===== src/rtl/ptw_pkg.sv =====
package ptw_pkg;
  typedef enum logic [1:0] {
    ET_INVALID = 2'd0,
    ET_TABLE   = 2'd1,
    ET_LEAF    = 2'd2,
    ET_RSVD    = 2'd3
  } etype_e;

  typedef enum logic [1:0] {
    FLT_NONE     = 2'd0,
    FLT_INVALID  = 2'd1,
    FLT_RSVD     = 2'd2,
    FLT_DEEP_PTR = 2'd3
  } fault_e;

  typedef enum logic [1:0] {
    ST_IDLE  = 2'd0,
    ST_FETCH = 2'd1,
    ST_WAIT  = 2'd2,
    ST_DONE  = 2'd3
  } wstate_e;

  localparam logic [1:0] LAST_LVL = 2'd3;
endpackage


===== src/rtl/ptw_index_gen.sv =====
module ptw_index_gen #(
  parameter int PA_W  = 36,
  parameter int CTX_W = 16,
  parameter int L1_W  = 8,
  parameter int L2_W  = 6,
  parameter int L3_W  = 6
) (
  input  logic [1:0]                lvl,
  input  logic [PA_W-1:0]           base,
  input  logic [L1_W+L2_W+L3_W-1:0] va_hi,
  input  logic [CTX_W-1:0]          ctx,
  output logic [PA_W-1:0]           addr
);
  localparam int L2_LO = L3_W;
  localparam int L1_LO = L3_W + L2_W;

  logic [PA_W-1:0] slot;

  always_comb begin
    unique case (lvl)
      2'd0:    slot = PA_W'(ctx);
      2'd1:    slot = PA_W'(va_hi[L1_LO +: L1_W]);
      2'd2:    slot = PA_W'(va_hi[L2_LO +: L2_W]);
      default: slot = PA_W'(va_hi[0 +: L3_W]);
    endcase
    addr = base + (slot << 2);
  end
endmodule


===== src/rtl/ptw_desc_dec.sv =====
module ptw_desc_dec import ptw_pkg::*; #(
  parameter int DW   = 32,
  parameter int PA_W = 36
) (
  input  logic [1:0]      etype,
  input  logic [DW-5:0]   ptr_field,
  input  logic [1:0]      lvl,
  output logic            descend,
  output fault_e          fault,
  output logic [PA_W-1:0] next_base
);
  localparam int PAD_W = PA_W - (DW - 4);

  assign next_base = {ptr_field, {PAD_W{1'b0}}};

  always_comb begin
    descend = 1'b0;
    fault   = FLT_NONE;
    unique case (etype_e'(etype))
      ET_INVALID: fault = FLT_INVALID;
      ET_RSVD:    fault = FLT_RSVD;
      ET_TABLE: begin
        if (lvl == LAST_LVL) fault = FLT_DEEP_PTR;
        else                 descend = 1'b1;
      end
      default: fault = FLT_NONE;
    endcase
  end
endmodule


===== src/rtl/ptw_pa_form.sv =====
module ptw_pa_form #(
  parameter int VA_W  = 32,
  parameter int PA_W  = 36,
  parameter int PPN_W = 24,
  parameter int PG_W  = 12,
  parameter int L1_W  = 8,
  parameter int L2_W  = 6,
  parameter int L3_W  = 6
) (
  input  logic [PPN_W-1:0] ppn,
  input  logic [VA_W-1:0]  va,
  input  logic [1:0]       lvl,
  output logic [PA_W-1:0]  pa
);
  localparam int KEEP [0:3] = '{VA_W, VA_W - L1_W, PG_W + L3_W, PG_W};

  logic [PA_W-1:0] keep_mask [4];
  logic [PA_W-1:0] page_base;
  logic [PA_W-1:0] va_ext;

  for (genvar g = 0; g < 4; g++) begin : g_mask
    assign keep_mask[g] = ~({PA_W{1'b1}} << KEEP[g]);
  end

  assign page_base = PA_W'({ppn, {PG_W{1'b0}}});
  assign va_ext    = PA_W'(va);
  assign pa        = (page_base & ~keep_mask[lvl]) | (va_ext & keep_mask[lvl]);
endmodule


===== src/rtl/pgtbl_walker.sv =====
module pgtbl_walker import ptw_pkg::*; #(
  parameter int VA_W  = 32,
  parameter int DW    = 32,
  parameter int PA_W  = 36,
  parameter int CTX_W = 16,
  parameter int L1_W  = 8,
  parameter int L2_W  = 6,
  parameter int L3_W  = 6,
  parameter int PG_W  = 12
) (
  input  logic             clk,
  input  logic             rst_n,
  input  logic             req_valid,
  output logic             req_ready,
  input  logic [VA_W-1:0]  req_vaddr,
  input  logic [CTX_W-1:0] req_ctx,
  input  logic             req_write,
  input  logic [DW-1:0]    ctx_tbl_ptr,
  output logic             mem_req_valid,
  input  logic             mem_req_ready,
  output logic [PA_W-1:0]  mem_req_addr,
  input  logic             mem_rsp_valid,
  input  logic [DW-1:0]    mem_rsp_data,
  output logic             done,
  output logic [1:0]       walk_fault,
  output logic [1:0]       walk_level,
  output logic [DW-1:0]    walk_pte,
  output logic [PA_W-1:0]  walk_pa,
  output logic             need_ref,
  output logic             need_mod
);
  localparam int PTR_LO = 4;
  localparam int PPN_LO = 8;
  localparam int PAD_W  = PA_W - (DW - PTR_LO);
  localparam int VHI_W  = L1_W + L2_W + L3_W;
  localparam int REF_B  = 5;
  localparam int MOD_B  = 6;

  // reset: asserted asynchronously, released on a clock edge
  logic [1:0] rsync_q;
  logic       rst_i_n;
  always_ff @(posedge clk or negedge rst_n) begin
    if (!rst_n) rsync_q <= 2'b00;
    else        rsync_q <= {rsync_q[0], 1'b1};
  end
  assign rst_i_n = rsync_q[1];

  wstate_e          state_q, state_d;
  logic [1:0]       lvl_q, lvl_d;
  logic [PA_W-1:0]  base_q, base_d;
  logic [VA_W-1:0]  va_q;
  logic [CTX_W-1:0] ctx_q;
  logic             wr_q;
  logic [DW-1:0]    desc_q;
  fault_e           fault_q;

  logic             descend;
  fault_e           dec_fault;
  logic [PA_W-1:0]  next_base;
  logic [PA_W-1:0]  ctx_base;
  logic             ld_req, adv, fin, base_en;
  logic             unused_ptr_low;

  assign unused_ptr_low = ^ctx_tbl_ptr[PTR_LO-1:0];
  assign ctx_base       = {ctx_tbl_ptr[DW-1:PTR_LO], {PAD_W{1'b0}}};

  ptw_desc_dec #(.DW(DW), .PA_W(PA_W)) u_dec (
    .etype     (mem_rsp_data[1:0]),
    .ptr_field (mem_rsp_data[DW-1:PTR_LO]),
    .lvl       (lvl_q),
    .descend   (descend),
    .fault     (dec_fault),
    .next_base (next_base)
  );

  ptw_index_gen #(.PA_W(PA_W), .CTX_W(CTX_W), .L1_W(L1_W), .L2_W(L2_W), .L3_W(L3_W)) u_idx (
    .lvl   (lvl_q),
    .base  (base_q),
    .va_hi (va_q[VA_W-1 -: VHI_W]),
    .ctx   (ctx_q),
    .addr  (mem_req_addr)
  );

  ptw_pa_form #(.VA_W(VA_W), .PA_W(PA_W), .PPN_W(DW-PPN_LO), .PG_W(PG_W),
                .L1_W(L1_W), .L2_W(L2_W), .L3_W(L3_W)) u_pa (
    .ppn (desc_q[DW-1:PPN_LO]),
    .va  (va_q),
    .lvl (lvl_q),
    .pa  (walk_pa)
  );

  assign ld_req  = (state_q == ST_IDLE) && req_valid;
  assign adv     = (state_q == ST_WAIT) && mem_rsp_valid && descend;
  assign fin     = (state_q == ST_WAIT) && mem_rsp_valid && !descend;
  assign base_en = ld_req || adv;
  assign base_d  = ld_req ? ctx_base : next_base;
  assign lvl_d   = ld_req ? 2'd0 : lvl_q + 2'd1;

  always_comb begin
    state_d = state_q;
    unique case (state_q)
      ST_IDLE:  if (req_valid)     state_d = ST_FETCH;
      ST_FETCH: if (mem_req_ready) state_d = ST_WAIT;
      ST_WAIT:  if (mem_rsp_valid) state_d = descend ? ST_FETCH : ST_DONE;
      default:                     state_d = ST_IDLE;
    endcase
  end

  always_ff @(posedge clk or negedge rst_i_n) begin
    if (!rst_i_n) begin
      state_q <= ST_IDLE;
      lvl_q   <= 2'd0;
      base_q  <= '0;
      va_q    <= '0;
      ctx_q   <= '0;
      wr_q    <= 1'b0;
      desc_q  <= '0;
      fault_q <= FLT_NONE;
    end else begin
      state_q <= state_d;
      if (base_en) begin
        base_q <= base_d;
        lvl_q  <= lvl_d;
      end
      if (ld_req) begin
        va_q  <= req_vaddr;
        ctx_q <= req_ctx;
        wr_q  <= req_write;
      end
      if (fin) begin
        desc_q  <= mem_rsp_data;
        fault_q <= dec_fault;
      end
    end
  end

  assign req_ready     = (state_q == ST_IDLE);
  assign mem_req_valid = (state_q == ST_FETCH);
  assign done          = (state_q == ST_DONE);
  assign walk_fault    = fault_q;
  assign walk_level    = lvl_q;
  assign walk_pte      = desc_q;
  assign need_ref      = done && (fault_q == FLT_NONE) && !desc_q[REF_B];
  assign need_mod      = done && (fault_q == FLT_NONE) && wr_q && !desc_q[MOD_B];
endmodule


===== config.mk =====
export PLATFORM = sky130hd
export DESIGN_NAME = pgtbl_walker
export DESIGN_NICKNAME = d
export VERILOG_FILES = /design/src/rtl/ptw_pkg.sv /design/src/rtl/ptw_index_gen.sv /design/src/rtl/ptw_desc_dec.sv /design/src/rtl/ptw_pa_form.sv /design/src/rtl/pgtbl_walker.sv
export SDC_FILE = /design/constraint.sdc
export NUM_CORES = 1
export LEC_CHECK = 0
export BUFFER_PORTS_ARGS = -buffer_cell sky130_fd_sc_hd__buf_4
export CAP_MARGIN = 20
export CORE_MARGIN = 2
export CORE_UTILIZATION = 30
export CTS_BUF_LIST = sky130_fd_sc_hd__clkbuf_4
export CTS_CLUSTER_SIZE = 40
export DETAILED_ROUTE_END_ITERATION = 7
export SLEW_MARGIN = 20
export SYNTH_ARGS = -nofsm -noshare
export SYNTH_HDL_FRONTEND = slang
export SYNTH_SLANG_ARGS = --single-unit

===== constraint.sdc =====
create_clock -name clk -period 10.85 [get_ports clk]
set_input_delay 1.085 -clock clk [delete_from_list [all_inputs] [get_ports clk]]
set_output_delay 1.085 -clock clk [all_outputs]
set_load 0.005 [all_outputs]

==> flow_summary.toml <==
[cells_and_area]
multi_input_area_um2 = 2900
diodes = 0
utilization_pct = 42.0
n_fill_cell = 1983
syn2layout_area_growth_pct = 36.6
final_nets = 877
drive_gt1_share_pct = 48.1
register_area_um2 = 2930

[timing]
setup_viol = 0
max_freq_ghz = 0.194
relSlewSlack_pct = 44.9
worstMarginPinSlew_ns = 0.823
setup_tns_ns = 0
finalCritPeriodShare_pct = 47.5
period_minus_slack_ns = 5.15
timing.hold.ws_ns = 0.308
skew_ns = 0.0166
rsz0062_at_grt = "no"
maxSlewViolCount = 0
final_hold_viol_count = 0

[worst_setup_path]
crit_fanout = 12
cpPeakStageDelay_ns = 0.65
r2r_slack_ns = 7.73
r2r-end = "walk_pte[14]"
r2r_cells = 5
path_common_cell = "nor2_1"
cp.arrival_ns = 4.07
crit_chain = "inv_1, ha_1, a22oi_1, nor2_1, ha_1, fa_1, a211oi_1, nor2_1, a221oi_4, nor2_1, xor2_1, buf_4"
cpMaxStageDelayCell = "dfrtp_1"
end_kind = "output port"
required_ns = 9.77
critPathKind = "register to output port"
start_kind = "register"
crit-reg2reg-launch = "walk_level[1]"

[grt]
grt_pass1_vias = 4756
grtUsageTotal_pct = 16.5
grt_max_degree = 66
grt_first_pass_wirelength_um = 27200
antenna_found_initial = 0
grt_overflow = 0

[placed_design]
dp_hpwl_um = 13100
port_buffers = 224
gp_congestion = 0.782

[detailed_routing]
ant_nets = 0
drt_iter0_markers = 185
drc = 0
vias = 4724
drt-total-wl_um = 17500
drt-wirelength-per-cell_um = 17.1
firstDrtPassIters = 4
vias_per_cell = 4.63

[logic_synthesis]
syn_avg_cell_area_um2 = 11.5
synth_ff_type = "dfrtp_1"
synth_area_um2 = 6050
yosysSeqAreaShare_pct = 48.4
yosysWarningCount = 0
synth_top_cell_by_area = "dfrtp_1"
ys_types = 47
synth_edf_count = 0
synthCells = 526
async_flop_share_pct = 100
ys_seq_elements = 117
yosys.area.top_type_share_pct = 48.4
ys_top_cells_by_area = "dfrtp_1, mux2_2, mux2i_1, o21ai_0, nand2_1"

[floorplanning]
num_rows = 51
core_area_um2 = 19700
start_util_pct = 30.8
die_y_um = 146
io_pins = 231
die_x_um = 146
die-area_um2 = 21300

[pwr]
power.density_nw_per_um2 = 308
p_leak_nw = 4.01
vdd_drop_max_mv = 0.138

[clocking]
cts_resized = 0
hold_buffers = 0
postCtsSetupBuffers = 0
ctsLongestPathBuffers = 2
cts.sink_count = 117
cts_tree = "yes"
cts_root_buf = "clkbuf_4"
clock_latency_ns = 0.53
cts_buffers = 17
clkTransAtPathRegs_ns = 0.12
htreeDepth = 4

[run_status]
status = "finished clean"

[flow_run]
maxCapViolations = 0

[min_path]
worstHoldPathType = "input pin to asynchronous set/reset pin"
==> metrics by stage <==
stage	total power, mW	area (µm²)	setup WS, ns	cells
2_1_floorplan	1.54	6050	6.66	527
3_3_place_gp	2.20	7940	6.14	989
3_5_place_dp	2.21	7940	6.17	989
4_1_cts	2.59	8260	5.51	1021
5_1_grt	2.75	8260	5.29	1021
6_report	2.54	8260	5.70	1021
==> final cells by class <==
| class | count | area share, % |
|---|---|---|
| inverters | 16 | 0.727 |
| clock buffers | 21 | 1.91 |
| clock inverters | 11 | 1.91 |
| multi-input cells | 362 | 35.1 |
| well taps | 265 | 4.01 |
| repair buffers | 229 | 20.8 |
| flip-flops and latches | 117 | 35.5 |
==> sequential cells by signal (all words and copies together) (netlist names) <==
register    count
va_q           32
walk_pte       32
base_q         28
ctx_q          16
rsync_q         2
state_q         2
walk_fault      2
walk_level      2
wr_q            1
==> power by group <==
group	switching (mW)	leakage (nW)	internal, mW
registers	0.177	1.41	0.648
logic	0.601	2.43	0.753
clock network	0.174	0.168	0.191
total	0.951	4.01	1.59
==> layout by cell type (no fill, tap or decap), types with 15 or more instances in the layout <==
cell	count
buf_4	229
clkbuf_4	21
dfrtp_1	116
ha_1	15
inv_1	16
mux2_2	88
mux2i_1	36
nand2_1	52
nor2_1	21
o21ai_0	46
xor2_1	17
==> how the worst max path moves through the flow <==
| stage | start | endpoint | slack, ns | depth (start not counted) |
|---|---|---|---|---|
| finish | walk_level[1] | mem_req_addr[26] | 5.70 | 12 |
| floorplan | walk_level[1] | mem_req_addr[24] | 6.66 | 14 |
| CTS | walk_level[1] | mem_req_addr[26] | 5.51 | 12 |
| global placement | walk_level[1] | mem_req_addr[26] | 6.14 | 12 |
| detailed placement | walk_level[1] | mem_req_addr[26] | 6.17 | 12 |
| global route | walk_level[1] | mem_req_addr[26] | 5.29 | 12 |
==> synth_stat cells (2+ instances only) <==
library cell  number
o21ai_0           46
nand2b_1           2
nand2_1           52
and2_1             9
nor3b_2            2
mux2i_1           36
a211oi_1           3
and3_1             2
ha_1              15
xnor2_1            8
nor3_1             5
buf_2              9
conb_1             2
nand3_1            8
buf_4             12
inv_1             16
xor2_1            17
nor4b_2            3
a22oi_1            2
mux2_2            88
nor2_1            21
a222oi_1           6
dfrtp_1          117
a21o_1             2
o21a_1             3
a21oi_2            2
nor2b_1            2
nor4_1             2
clkbuf_1          11
a21oi_1            6
==> routing by layer <==
layer	global-route usage, %	vias to the layer above	part of all wire [%]
met5	0	-	0
met4	3.74	0	0.85
met3	5.33	11	5.8
met2	26.0	141	47
met1	22.3	2282	46
li1	-	2290	-
==> worst max-delay path, delay by kind of cell, from the launching register on <==
kind / cells / cell delay (ns)
buffers and inverters: 2 / 0.27
XOR/XNOR: 1 / 0.20
flip-flops: 1 / 0.65
AND/OR/NAND/NOR: 3 / 0.33
AO/OA/AOI/OAI: 3 / 1.02
adder cells (fa/ha/maj): 3 / 1.07
==> cell families after synthesis <==
family          Yosys count  share of synthesized area (%)
compound gates           78                           8.25
simple gates            116                           9.91
flops                   117                           48.4
buf+inv                  48                           3.91
fa+ha+maj                16                           3.43
mux                     124                           22.3
xor+xnor                 25                           3.62
other cells               2                          0.124
Note: power is estimated with default switching activity, not from simulation.
